[src/rtl/xipr_pkg.sv]
package xipr_pkg;
  typedef enum logic [2:0] {
    ST_IDLE, ST_CMD, ST_ADDR, ST_GAP, ST_DATA, ST_RESP
  } xipr_state_e;

  typedef struct packed {
    logic [7:0] opcode;
    logic [4:0] gap;
    logic [1:0] cmd_lg;
    logic [1:0] addr_lg;
    logic [1:0] data_lg;
    logic [2:0] addr_bytes;
    logic [3:0] div_code;
  } xipr_frame_t;

  // lane code -> log2 of active line count
  function automatic logic [1:0] lane_lg(input logic [1:0] code);
    case (code)
      2'd1:    return 2'd1;
      2'd2:    return 2'd2;
      default: return 2'd0;
    endcase
  endfunction
endpackage

[src/rtl/xipr_cfg_regs.sv]
module xipr_cfg_regs
  import xipr_pkg::*;
#(
  parameter logic [31:0] CTRL_RST  = 32'h0008_0080,
  parameter logic [31:0] FMT_RST   = 32'h0802_20EB,
  parameter logic [31:0] SIZE_RST  = 32'h0010_1002
) (
  input  logic        clk,
  input  logic        rst_n,
  input  logic        wr,
  input  logic [1:0]  sel,
  input  logic [31:0] wdata,
  input  logic        idle,
  output logic [31:0] rdata,
  output xipr_frame_t frame,
  output logic        enable,
  output logic        remap_en,
  output logic [31:0] remap_off
);
  logic [30:0] ctrl_q;
  logic [31:0] fmt_q, size_q, remap_q;
  logic [1:0]  ins_code;

  always_ff @(posedge clk or negedge rst_n) begin
    if (!rst_n) begin
      ctrl_q  <= CTRL_RST[30:0];
      fmt_q   <= FMT_RST;
      size_q  <= SIZE_RST;
      remap_q <= '0;
    end else if (wr && idle) begin
      case (sel)
        2'd0: ctrl_q <= {wdata[30:17], (ctrl_q[0] ? ctrl_q[16] : wdata[16]), wdata[15:0]};
        2'd1: fmt_q  <= wdata;
        2'd2: size_q <= wdata;
        default: if (!ctrl_q[0]) remap_q <= wdata;
      endcase
    end
  end

  always_comb begin
    case (sel)
      2'd0:    rdata = {idle, ctrl_q};
      2'd1:    rdata = fmt_q;
      2'd2:    rdata = size_q;
      default: rdata = remap_q;
    endcase
  end

  assign ins_code         = fmt_q[9:8];
  assign frame.opcode     = fmt_q[7:0];
  assign frame.gap        = fmt_q[28:24];
  assign frame.cmd_lg     = lane_lg(ins_code);
  assign frame.addr_lg    = (ins_code != 2'd0) ? lane_lg(ins_code) : lane_lg(fmt_q[13:12]);
  assign frame.data_lg    = (ins_code != 2'd0) ? lane_lg(ins_code) : lane_lg(fmt_q[17:16]);
  assign frame.addr_bytes = (size_q[3:0] > 4'd3) ? 3'd4 : {1'b0, size_q[1:0]} + 3'd1;
  assign frame.div_code   = ctrl_q[22:19];
  assign enable    = ctrl_q[0];
  assign remap_en  = ctrl_q[16];
  assign remap_off = remap_q;

  a_r8_remap_locked: assert property (@(posedge clk) disable iff (!rst_n)
    ctrl_q[0] |=> ($stable(remap_q) && $stable(ctrl_q[16])));
  a_r9_frozen_busy: assert property (@(posedge clk) disable iff (!rst_n)
    !idle |=> ($stable(fmt_q) && $stable(size_q) && $stable(ctrl_q)));
endmodule

[src/rtl/xipr_clkgen.sv]
module xipr_clkgen #(
  parameter int CW = 4
) (
  input  logic          clk,
  input  logic          rst_n,
  input  logic          run,
  input  logic [CW-1:0] div_code,
  output logic          sck,
  output logic          rise,
  output logic          fall
);
  logic [CW-1:0] cnt;
  logic          wrap;

  assign wrap = run && (cnt == div_code);
  assign rise = wrap && !sck;
  assign fall = wrap && sck;

  always_ff @(posedge clk or negedge rst_n) begin
    if (!rst_n) begin
      cnt <= '0;
      sck <= 1'b0;
    end else if (!run) begin
      cnt <= '0;
      sck <= 1'b0;
    end else if (wrap) begin
      cnt <= '0;
      sck <= ~sck;
    end else begin
      cnt <= cnt + 1'b1;
    end
  end

  a_r6_sck_parked: assert property (@(posedge clk) disable iff (!rst_n)
    !run |=> !sck);
endmodule

[src/rtl/xipr_seq.sv]
module xipr_seq
  import xipr_pkg::*;
#(
  parameter int ADDR_W = 32
) (
  input  logic              clk,
  input  logic              rst_n,
  input  logic              req_valid,
  output logic              req_ready,
  input  logic [ADDR_W-1:0] req_addr,
  output logic              rsp_valid,
  input  logic              rsp_ready,
  output logic [31:0]       rsp_data,
  output logic              rsp_err,
  input  logic              enable,
  input  logic              remap_en,
  input  logic [31:0]       remap_off,
  input  xipr_frame_t       frame,
  input  logic              rise,
  input  logic              fall,
  input  logic [3:0]        io_in,
  output logic [3:0]        io_out,
  output logic [3:0]        io_oe,
  output logic              cs_n,
  output logic              run,
  output logic              idle,
  output logic [3:0]        div_code
);
  localparam int PW = 6;

  xipr_state_e  state;
  xipr_frame_t  fq;
  logic [31:0]  tx, rx, addr_q, eff_addr;
  logic [PW-1:0] left;
  logic         err_q;
  logic [1:0]   cur_lg;

  assign eff_addr = 32'(req_addr) + (remap_en ? remap_off : 32'd0);

  always_comb begin
    case (state)
      ST_CMD:  cur_lg = fq.cmd_lg;
      ST_ADDR: cur_lg = fq.addr_lg;
      ST_DATA: cur_lg = fq.data_lg;
      default: cur_lg = 2'd0;
    endcase
  end

  always_ff @(posedge clk or negedge rst_n) begin
    if (!rst_n) begin
      state  <= ST_IDLE;
      fq     <= '0;
      tx     <= '0;
      rx     <= '0;
      addr_q <= '0;
      left   <= '0;
      err_q  <= 1'b0;
      cs_n   <= 1'b1;
    end else begin
      case (state)
        ST_IDLE: if (req_valid) begin
          if (!enable) begin
            err_q <= 1'b1;
            rx    <= '0;
            state <= ST_RESP;
          end else begin
            err_q  <= 1'b0;
            fq     <= frame;
            addr_q <= eff_addr;
            tx     <= {frame.opcode, 24'd0};
            left   <= PW'(6'd8 >> frame.cmd_lg);
            cs_n   <= 1'b0;
            state  <= ST_CMD;
          end
        end
        ST_RESP: if (rsp_ready) state <= ST_IDLE;
        default: begin
          if (rise && state == ST_DATA) begin
            case (fq.data_lg)
              2'd1:    rx <= {rx[29:0], io_in[1:0]};
              2'd2:    rx <= {rx[27:0], io_in};
              default: rx <= {rx[30:0], io_in[1]};
            endcase
          end
          if (fall) begin
            if (left != PW'(1)) begin
              left <= left - 1'b1;
              case (cur_lg)
                2'd1:    tx <= tx << 2;
                2'd2:    tx <= tx << 4;
                default: tx <= tx << 1;
              endcase
            end else begin
              case (state)
                ST_CMD: begin
                  tx    <= addr_q << (6'd8 * (6'd4 - 6'(fq.addr_bytes)));
                  left  <= PW'((6'(fq.addr_bytes) << 3) >> fq.addr_lg);
                  state <= ST_ADDR;
                end
                ST_ADDR: if (fq.gap != 5'd0) begin
                  left  <= PW'(fq.gap);
                  state <= ST_GAP;
                end else begin
                  left  <= PW'(6'd32 >> fq.data_lg);
                  state <= ST_DATA;
                end
                ST_GAP: begin
                  left  <= PW'(6'd32 >> fq.data_lg);
                  state <= ST_DATA;
                end
                default: begin
                  cs_n  <= 1'b1;
                  state <= ST_RESP;
                end
              endcase
            end
          end
        end
      endcase
    end
  end

  always_comb begin
    io_out = 4'd0;
    io_oe  = 4'd0;
    if (state == ST_CMD || state == ST_ADDR) begin
      case (cur_lg)
        2'd1:    begin io_out = {2'b00, tx[31:30]}; io_oe = 4'b0011; end
        2'd2:    begin io_out = tx[31:28];          io_oe = 4'b1111; end
        default: begin io_out = {3'b000, tx[31]};   io_oe = 4'b0001; end
      endcase
    end
  end

  assign req_ready = (state == ST_IDLE);
  assign idle      = (state == ST_IDLE);
  assign rsp_valid = (state == ST_RESP);
  assign rsp_err   = err_q;
  assign rsp_data  = {rx[7:0], rx[15:8], rx[23:16], rx[31:24]};
  assign run       = !(state == ST_IDLE || state == ST_RESP);
  assign div_code  = fq.div_code;

  a_r11_rsp_hold: assert property (@(posedge clk) disable iff (!rst_n)
    (rsp_valid && !rsp_ready) |=> (rsp_valid && $stable(rsp_data) && $stable(rsp_err)));
  a_r11_ready_cs_high: assert property (@(posedge clk) disable iff (!rst_n)
    req_ready |-> cs_n);
  a_r3_oe_released: assert property (@(posedge clk) disable iff (!rst_n)
    cs_n |-> (io_oe == 4'd0));
  a_r10_refuse: assert property (@(posedge clk) disable iff (!rst_n)
    (req_valid && req_ready && !enable) |=> (cs_n && rsp_valid && rsp_err));
endmodule

[src/rtl/xip_read_bridge.sv]
module xip_read_bridge
  import xipr_pkg::*;
#(
  parameter int ADDR_W = 32
) (
  input  logic              clk,
  input  logic              rst_n,
  input  logic              cfg_wr,
  input  logic [1:0]        cfg_sel,
  input  logic [31:0]       cfg_wdata,
  output logic [31:0]       cfg_rdata,
  input  logic              req_valid,
  output logic              req_ready,
  input  logic [ADDR_W-1:0] req_addr,
  output logic              rsp_valid,
  input  logic              rsp_ready,
  output logic [31:0]       rsp_data,
  output logic              rsp_err,
  output logic              fl_sck,
  output logic              fl_cs_n,
  output logic [3:0]        fl_io_out,
  output logic [3:0]        fl_io_oe,
  input  logic [3:0]        fl_io_in
);
  xipr_frame_t frame;
  logic        enable, remap_en, idle, run, rise, fall;
  logic [31:0] remap_off;
  logic [3:0]  div_code;

  xipr_cfg_regs u_regs (
    .clk, .rst_n, .wr(cfg_wr), .sel(cfg_sel), .wdata(cfg_wdata), .idle,
    .rdata(cfg_rdata), .frame, .enable, .remap_en, .remap_off
  );

  xipr_clkgen #(.CW(4)) u_clk (
    .clk, .rst_n, .run, .div_code, .sck(fl_sck), .rise, .fall
  );

  xipr_seq #(.ADDR_W(ADDR_W)) u_seq (
    .clk, .rst_n, .req_valid, .req_ready, .req_addr, .rsp_valid, .rsp_ready,
    .rsp_data, .rsp_err, .enable, .remap_en, .remap_off, .frame, .rise, .fall,
    .io_in(fl_io_in), .io_out(fl_io_out), .io_oe(fl_io_oe), .cs_n(fl_cs_n),
    .run, .idle, .div_code
  );
endmodule

[config.mk]
export PLATFORM = sky130hd
export DESIGN_NAME = xip_read_bridge
export DESIGN_NICKNAME = d
export VERILOG_FILES = /design/src/rtl/xipr_pkg.sv /design/src/rtl/xipr_cfg_regs.sv /design/src/rtl/xipr_clkgen.sv /design/src/rtl/xipr_seq.sv /design/src/rtl/xip_read_bridge.sv
export SDC_FILE = /design/constraint.sdc
export NUM_CORES = 1
export LEC_CHECK = 0
export BUFFER_PORTS_ARGS = -buffer_cell sky130_fd_sc_hd__buf_4
export CORE_ASPECT_RATIO = 1.5
export CORE_MARGIN = 2
export CORE_UTILIZATION = 38
export CTS_CLUSTER_DIAMETER = 150
export CTS_CLUSTER_SIZE = 10
export DETAILED_ROUTE_END_ITERATION = 7
export PLACE_DENSITY = 0.6
export SETUP_SLACK_MARGIN = 0.4
export SLEW_MARGIN = 20
export SYNTH_ARGS = -nofsm -noshare
export SYNTH_HDL_FRONTEND = slang
export SYNTH_SLANG_ARGS = --single-unit
[constraint.sdc]
create_clock -name clk -period 2.7 [get_ports clk]
set_input_delay 0.135 -clock clk [delete_from_list [all_inputs] [get_ports clk]]
set_output_delay 0.135 -clock clk [all_outputs]
set_load 0.005 [all_outputs]
==> reports/metrics.csv, run 1 <==
metric;value;unit
grtUsageTotal;0.226;
violations;negative setup slack;
synthesis.area;0.0151;sq mm
power;21.8;mW
critPathCaptureType;flip-flop;
ys_ff_latch;257;
fp.dieW;167;um
synth_edf_count;0;
io_buffers;151;
maxCapViolCount;0;
critPathKind;flip-flop to flip-flop;
path_clk_slew;60;ps
place_area;0.0171;sq mm
setup_viol;6;
synthesis.nets;1622;
p_sw_frac;0.408;
path_cells;and2_4 > ha_4 > fa_2 > a21o_1 > a221oi_4 > a21oi_4 > o21ai_2 > o211ai_2 > a31oi_2 > or4b_1 > o2111ai_1;
via_per_inst;5.72;
cp.arrival;3210;ps
dr.pass1.iters;5;
pin_count;152;
power_frac_seq;0.328;
switchingPower;8.89;mW
post-route-period-util;1.03;
num_vias;13035;
dp_hpwl;33400;um
yosys.area.top_type_share;0.401;
ir_drop;0.647;mV
worst_skew_pair.late_latency;580;ps
intPower;12.9;mW
place.gp.congestion;0.963;
core_area;0.0392;sq mm
row_count;89;
dp.cells;2122;
period_minus_slack;2770;ps
antenna_found_initial;0;
p_comb_frac;0.505;
slew_viol_final;0;
powerDensity;1070;mW/mm^2
pre_cts_ws;-27.9;ps
yosysSeqAreaShare;0.428;
drtIter0Drc;972;
hp-class;primary input to flip-flop;
synthTopCellsByArea;dfrtp_1 (40%), mux2_2 (7.1%), nand2_1 (5.8%);
p_leak;8.96;nW
crit_buf_inv;0;
finalWirelength;49400;um
ctsLongestPathBuffers;3;
grt_overflow;0;
area_growth;35.1;%
fin_area;0.0204;sq mm
layout-drive-gt1-share;0.385;
required;3140;ps
max_stage_delay;470;ps
crit_family;compound AO/OA/AOI/OAI gates;
numClockSinks;257;
yosys-top-cells-count;dfrtp_1 (242), nand2_1 (233), mux2_2 (95), a22oi_1 (79), o21ai_0 (75);
cts_tree;yes;
final_cell_count_no_fill;2280;
final_util;0.520;
status;finished with violations;
die_area;0.0413;sq mm
htreeDepth;1;
drt-wirelength-per-cell;21.7;um
fmax;361;MHz
fill_cells;3515;
synth_ff_type;dfrtp_1;
fp.dieH;248;um
rsz0062_at_grt;yes;
yosysMostFrequentCell;dfrtp_1;
async_flop_share;1.00;
syn_area_per_cell;10.0;sq um
drt.antenna.violating_nets;0;
setup_slack;-68.1;ps
cts_buffers;29;
hold_viol;0;
yosysWarnings;0;
synth_top_cell_by_area;dfrtp_1;
initial_utilization;0.385;
finalClockSkew;12.1;ps
startpoint_type;flip-flop;
ys_types;77;
p_clk_frac;0.166;
grt_start_max_net_pins;74;
worst_pin_slew;717;ps
worstPathMaxFanout;8;
drc;0;
slew_headroom;0.522;
grt_pass1_vias;12846;
synthCells;1501;
diodes;0;
cts-root-buf;clkbuf_16;
slowest_stage;dfrtp_2;
grt_pass1_wl;73900;um
nets;1879;
[per-stage QoR]
stage | TNS, ps | hold WS, ps
2_1_floorplan | 0 | -161
3_3_place_gp | 0 | 123
3_5_place_dp | -39.7 | 140
4_1_cts | 0 | 2.60
5_1_grt | -1380 | 40.2
6_report | -301 | 25.9
[kinds of logic after synthesis]
group                      share of synthesized area
AOI/OAI and AO/OA                              0.192
DFF                                            0.428
adders and majority gates                     0.0387
buffers and inverters                         0.0391
and+or+nand+nor                                0.128
xor gates and xnor gates                      0.0221
muxes                                          0.152
[worst min-delay path, delay by kind of cell]
family / cells / cell delay (ps)
buf+inv: 1 / 90
simple gates: 1 / 60
compound gates: 3 / 280
[area by class of cell]
type | instances | area, sq um | share of cell area
timing repair buffer | 335 | 3210 | 0.157
sequential | 257 | 6450 | 0.317
inverter | 26 | 108 | 0.00528
multi-input combinational | 1109 | 9150 | 0.449
clock buffer | 51 | 808 | 0.0397
clock inverter | 2 | 25.0 | 0.00123
tap | 500 | 626 | 0.0307
[flip-flops by register name, summed over array words and instances, names as in the netlist]
name / count
u_seq.tx: 32
u_regs.ctrl_q: 31
u_clk.cnt: 4
u_regs.size_q: 32
u_regs.remap_off: 32
u_seq.rsp_err: 1
u_clk.sck: 1
u_seq.cs_n: 1
u_seq.div_code: 4
u_seq.addr_q: 32
u_seq.state: 3
u_regs.fmt_q: 32
u_seq.left: 6
u_seq.rx: 32
u_seq.fq: 14
[path summary, 6_finish.rpt]
| kind | startpoint | endpoint | slack (ps) | depth (start not counted) |
|---|---|---|---|---|
| worst max-delay path | u_regs.ctrl_q[16] | u_seq.addr_q[28] | -70 | 11 |
| worst min-delay path | fl_io_in[3] | u_seq.rx[3] | 30 | 5 |
| worst max register to register | u_regs.ctrl_q[16] | u_seq.addr_q[28] | -70 | 11 |
| worst min register to register | u_seq.addr_q[31] | u_seq.addr_q[31] | 480 | 2 |
| max in group asynchronous | rst_n | u_regs.fmt_q[0] | 1690 | 3 |
| min in group asynchronous | rst_n | u_seq.addr_q[19] | 120 | 2 |
[cell usage in the layout, fill, tap and decap left out, types with 15 or more instances in the layout]
cell type      netlist  layout
o211ai_1            34      34
clkbuf_16            0      39
a21oi_1             62      48
ha_4                 0      22
o21ai_0             75      30
o21ai_2              1      23
ha_1                45      21
nor2b_1             18      16
buf_4                4     232
nand2_1            233     212
dlygate4sd3_1        0      37
and2_1              35      28
nor2_1              60      50
mux2_2              95      95
dfrtp_1            242     240
dfstp_2             15      15
mux2i_1             17      17
buf_12               0      18
xor2_1              23      21
a22oi_1             79      47
buf_6                3      32
clkbuf_1            59      22
o21ai_1             55      77
mux4_2              32      32
mux2_1              30      29
a22oi_2              0      32
inv_1               23      19
a21o_1              19      18
[what timing repair did]
| action | CTS | global route |
|---|---|---|
| hold endpoints to repair | 203 | 0 |
| gates resized for setup | 83 | 221 |
| gates cloned | 4 | 13 |
| endpoints found under the setup margin | 212 | 136 |
| hold buffers | 37 | 0 |
| buffers inserted | 28 | 23 |
| pin swaps | 37 | 115 |
[power groups by stage]
stage          clock network [mW]  registers (mW)  logic [mW]
2_1_floorplan                   0            6.38        5.91
3_3_place_gp                    0            7.02        8.26
3_5_place_dp                    0            7.10        8.38
4_1_cts                      3.71            7.06        9.36
5_1_grt                      3.85            7.30        12.0
6_report                     3.63            7.16        11.0
[per-layer routing]
metal  up-vias  wire length, um  GRT usage
met2       385            25700      0.409
li1       6028                -          -
met1      6491            19100      0.269
met5         -                0          0
met4         0             2620      0.110
met3       131             1980     0.0222
Power figures use the tool's default switching activity.
==> run 2, diff against run 1 <==
- CORE_MARGIN: 2 -> 1
- RECOVER_POWER: default -> 25
- SKIP_CTS_REPAIR_TIMING: default -> 1
==> run 2 against run 1 <==
The flow finishes with violations (max-capacitance violations, max-slew violations, negative setup slack). Maximum frequency grew 1.5%. Non-clock buffer count down 2. Die area down 2.0%. Register-to-register slack gained 80 ps. Critical path depth increased by 2. Combinational power shrank 6%. Power is 3.4% lower. Worst setup slack gained 40 ps. Final cell count stayed put. Count of clock-buffer cells in the layout rose by 1. Clock skew up 16 ps. Sequential power barely moved. Largest power group unchanged.
==> reports/metrics.csv, run 2 (synthesis gave the netlist of run 1 again) <==
metric;value;unit
top_usage_layer;met2;
drc;0;
grtUsageTotal;0.225;
cts_buffers;29;
worstPathMaxFanout;4;
dr.pass1.iters;5;
final_common_cell;dfrtp_1;
via_per_inst;5.72;
grtUsageMet3;0.0276;
hp-start;fl_io_in[2];
use_met1;0.274;
drt.antenna.violating_nets;0;
core_area;0.0392;sq mm
powerDensity;1040;mW/mm^2
startpoint_type;flip-flop;
initial_utilization;0.385;
grt_pass1_wl;70700;um
reg2reg_slack;10;ps
path_clk_slew;60;ps
drt-wirelength-per-cell;21.6;um
critPathKind;flip-flop to primary output;
r2r-end;u_seq.addr_q[22];
die_area;0.0405;sq mm
p_leak;8.90;nW
ir_drop;0.627;mV
worstReg2RegStart;u_regs.ctrl_q[16];
hold_slack;16.5;ps
setup_slack;-27.8;ps
fill_cells;3469;
grt_pass1_vias;12401;
grt_start_max_net_pins;73;
place.gp.congestion;0.956;
status;finished with violations;
grt_overflow;0;
numClockSinks;257;
antenna_found_initial;0;
cts-root-buf;clkbuf_16;
layout-drive-gt1-share;0.378;
area_growth;34.6;%
required;2570;ps
grt_use_met2;0.382;
cpMostUsedCell;nor2_1;
fmax;367;MHz
worst_skew_pair.late_latency;580;ps
hold_depth;5;
drtIter0Drc;870;
critPathCaptureType;primary output;
post-route-period-util;1.01;
nets;1877;
pin_count;152;
worst_pin_slew;1840;ps
rsz0062_at_grt;yes;
fp.dieW;165;um
crit_family;compound AO/OA/AOI/OAI gates;
cp.depth;13;
slowest_stage;dfrtp_2;
path_cells;inv_2 > nor2_4 > a22oi_2 > nor2_1 > a31oi_2 > inv_1 > ha_4 > buf_6 > a22oi_2 > nor2_1 > a21oi_1 > nor2_1 > buf_4;
mostFrequentLayoutCells;dfrtp_1 (239), buf_4 (232), nand2_1 (219);
row_count;89;
htreeDepth;1;
final_cell_count_no_fill;2280;
max_stage_delay;440;ps
finalClockSkew;28.3;ps
slew_viol_final;73;
hold_end;u_seq.rx[2];
hp-class;primary input to flip-flop;
violations;max-capacitance violations, max-slew violations, negative setup slack;
num_vias;13040;
reg2reg_depth;11;
crit_buf_inv;4;
maxCapViolCount;1;
setup_viol;1;
finalWirelength;49100;um
dp.cells;2129;
slew_headroom;-0.227;
io_buffers;151;
period_minus_slack;2730;ps
ctsLongestPathBuffers;3;
fp.dieH;246;um
cp.arrival;2590;ps
hold_viol;0;
dp_hpwl;33300;um
cts_tree;yes;
==> run 2: worst max path at each step <==
stage,slack (ps),from,to
floorplan,70,u_regs.ctrl_q[16],u_seq.addr_q[22]
global placement,50,u_regs.ctrl_q[16],u_seq.addr_q[28]
detailed placement,-20,u_regs.ctrl_q[16],u_seq.addr_q[28]
CTS,-370,u_seq.state[1],fl_io_out[0]
global route,-200,u_seq.state[1],fl_io_out[0]
finish,-30,u_seq.state[1],fl_io_out[0]
==> run 2: worst reg2reg max path: stages (launching register included) <==
cell,delay [ps]
dfrtp_2,440
and2_4,160
ha_4,160
fa_2,340
a21o_1,200
a221oi_4,310
a21oi_4,120
o21ai_2,190
nand2b_1,170
a31oi_1,230
xor2_1,170
o21ai_1,70
==> run 2: through the flow <==
| stage | setup slack [ps] | utilization | total power, mW | instance area, sq um | setup TNS (ps) |
|---|---|---|---|---|---|
| final | -27.8 | 0.518 | 21.1 | 20300 | -27.8 |
| after floorplan | 71.5 | - | 12.3 | 15200 | 0 |
| after CTS | -366 | 0.460 | 19.2 | 18000 | -1380 |
| after global routing | -196 | 0.518 | 22.4 | 20300 | -4440 |
| after detailed placement | -18.3 | 0.439 | 15.5 | 17200 | -19.3 |
| after global placement | 46.6 | 0.439 | 15.3 | 17200 | 0 |
==> run 2: final cells by class <==
type / instances / area [sq um] / area share
well taps: 500 / 626 / 0.0308
flip-flops and latches: 257 / 6450 / 0.318
repair buffers: 333 / 3170 / 0.156
inverters: 26 / 108 / 0.00530
clock buffers: 52 / 812 / 0.0400
clock inverters: 2 / 13.8 / 0.000678
diodes: 1 / 2.50 / 0.000123
multi-input cells: 1109 / 9130 / 0.449
==> run 2: where the power goes <==
part | leakage, nW | switching [mW] | total [mW] | internal, mW
clock network | 0.393 | 1.62 | 3.63 | 2.01
logic | 5.19 | 5.28 | 10.3 | 5.02
registers | 3.31 | 1.69 | 7.16 | 5.47
total | 8.90 | 8.58 | 21.1 | 12.5
==> run 2: metal layers <==
layer / vias to the layer above / routed length, um
met5: - / 0
met4: 0 / 2640
met3: 106 / 2130
met2: 379 / 25400
met1: 6527 / 19000
li1: 6028 / -
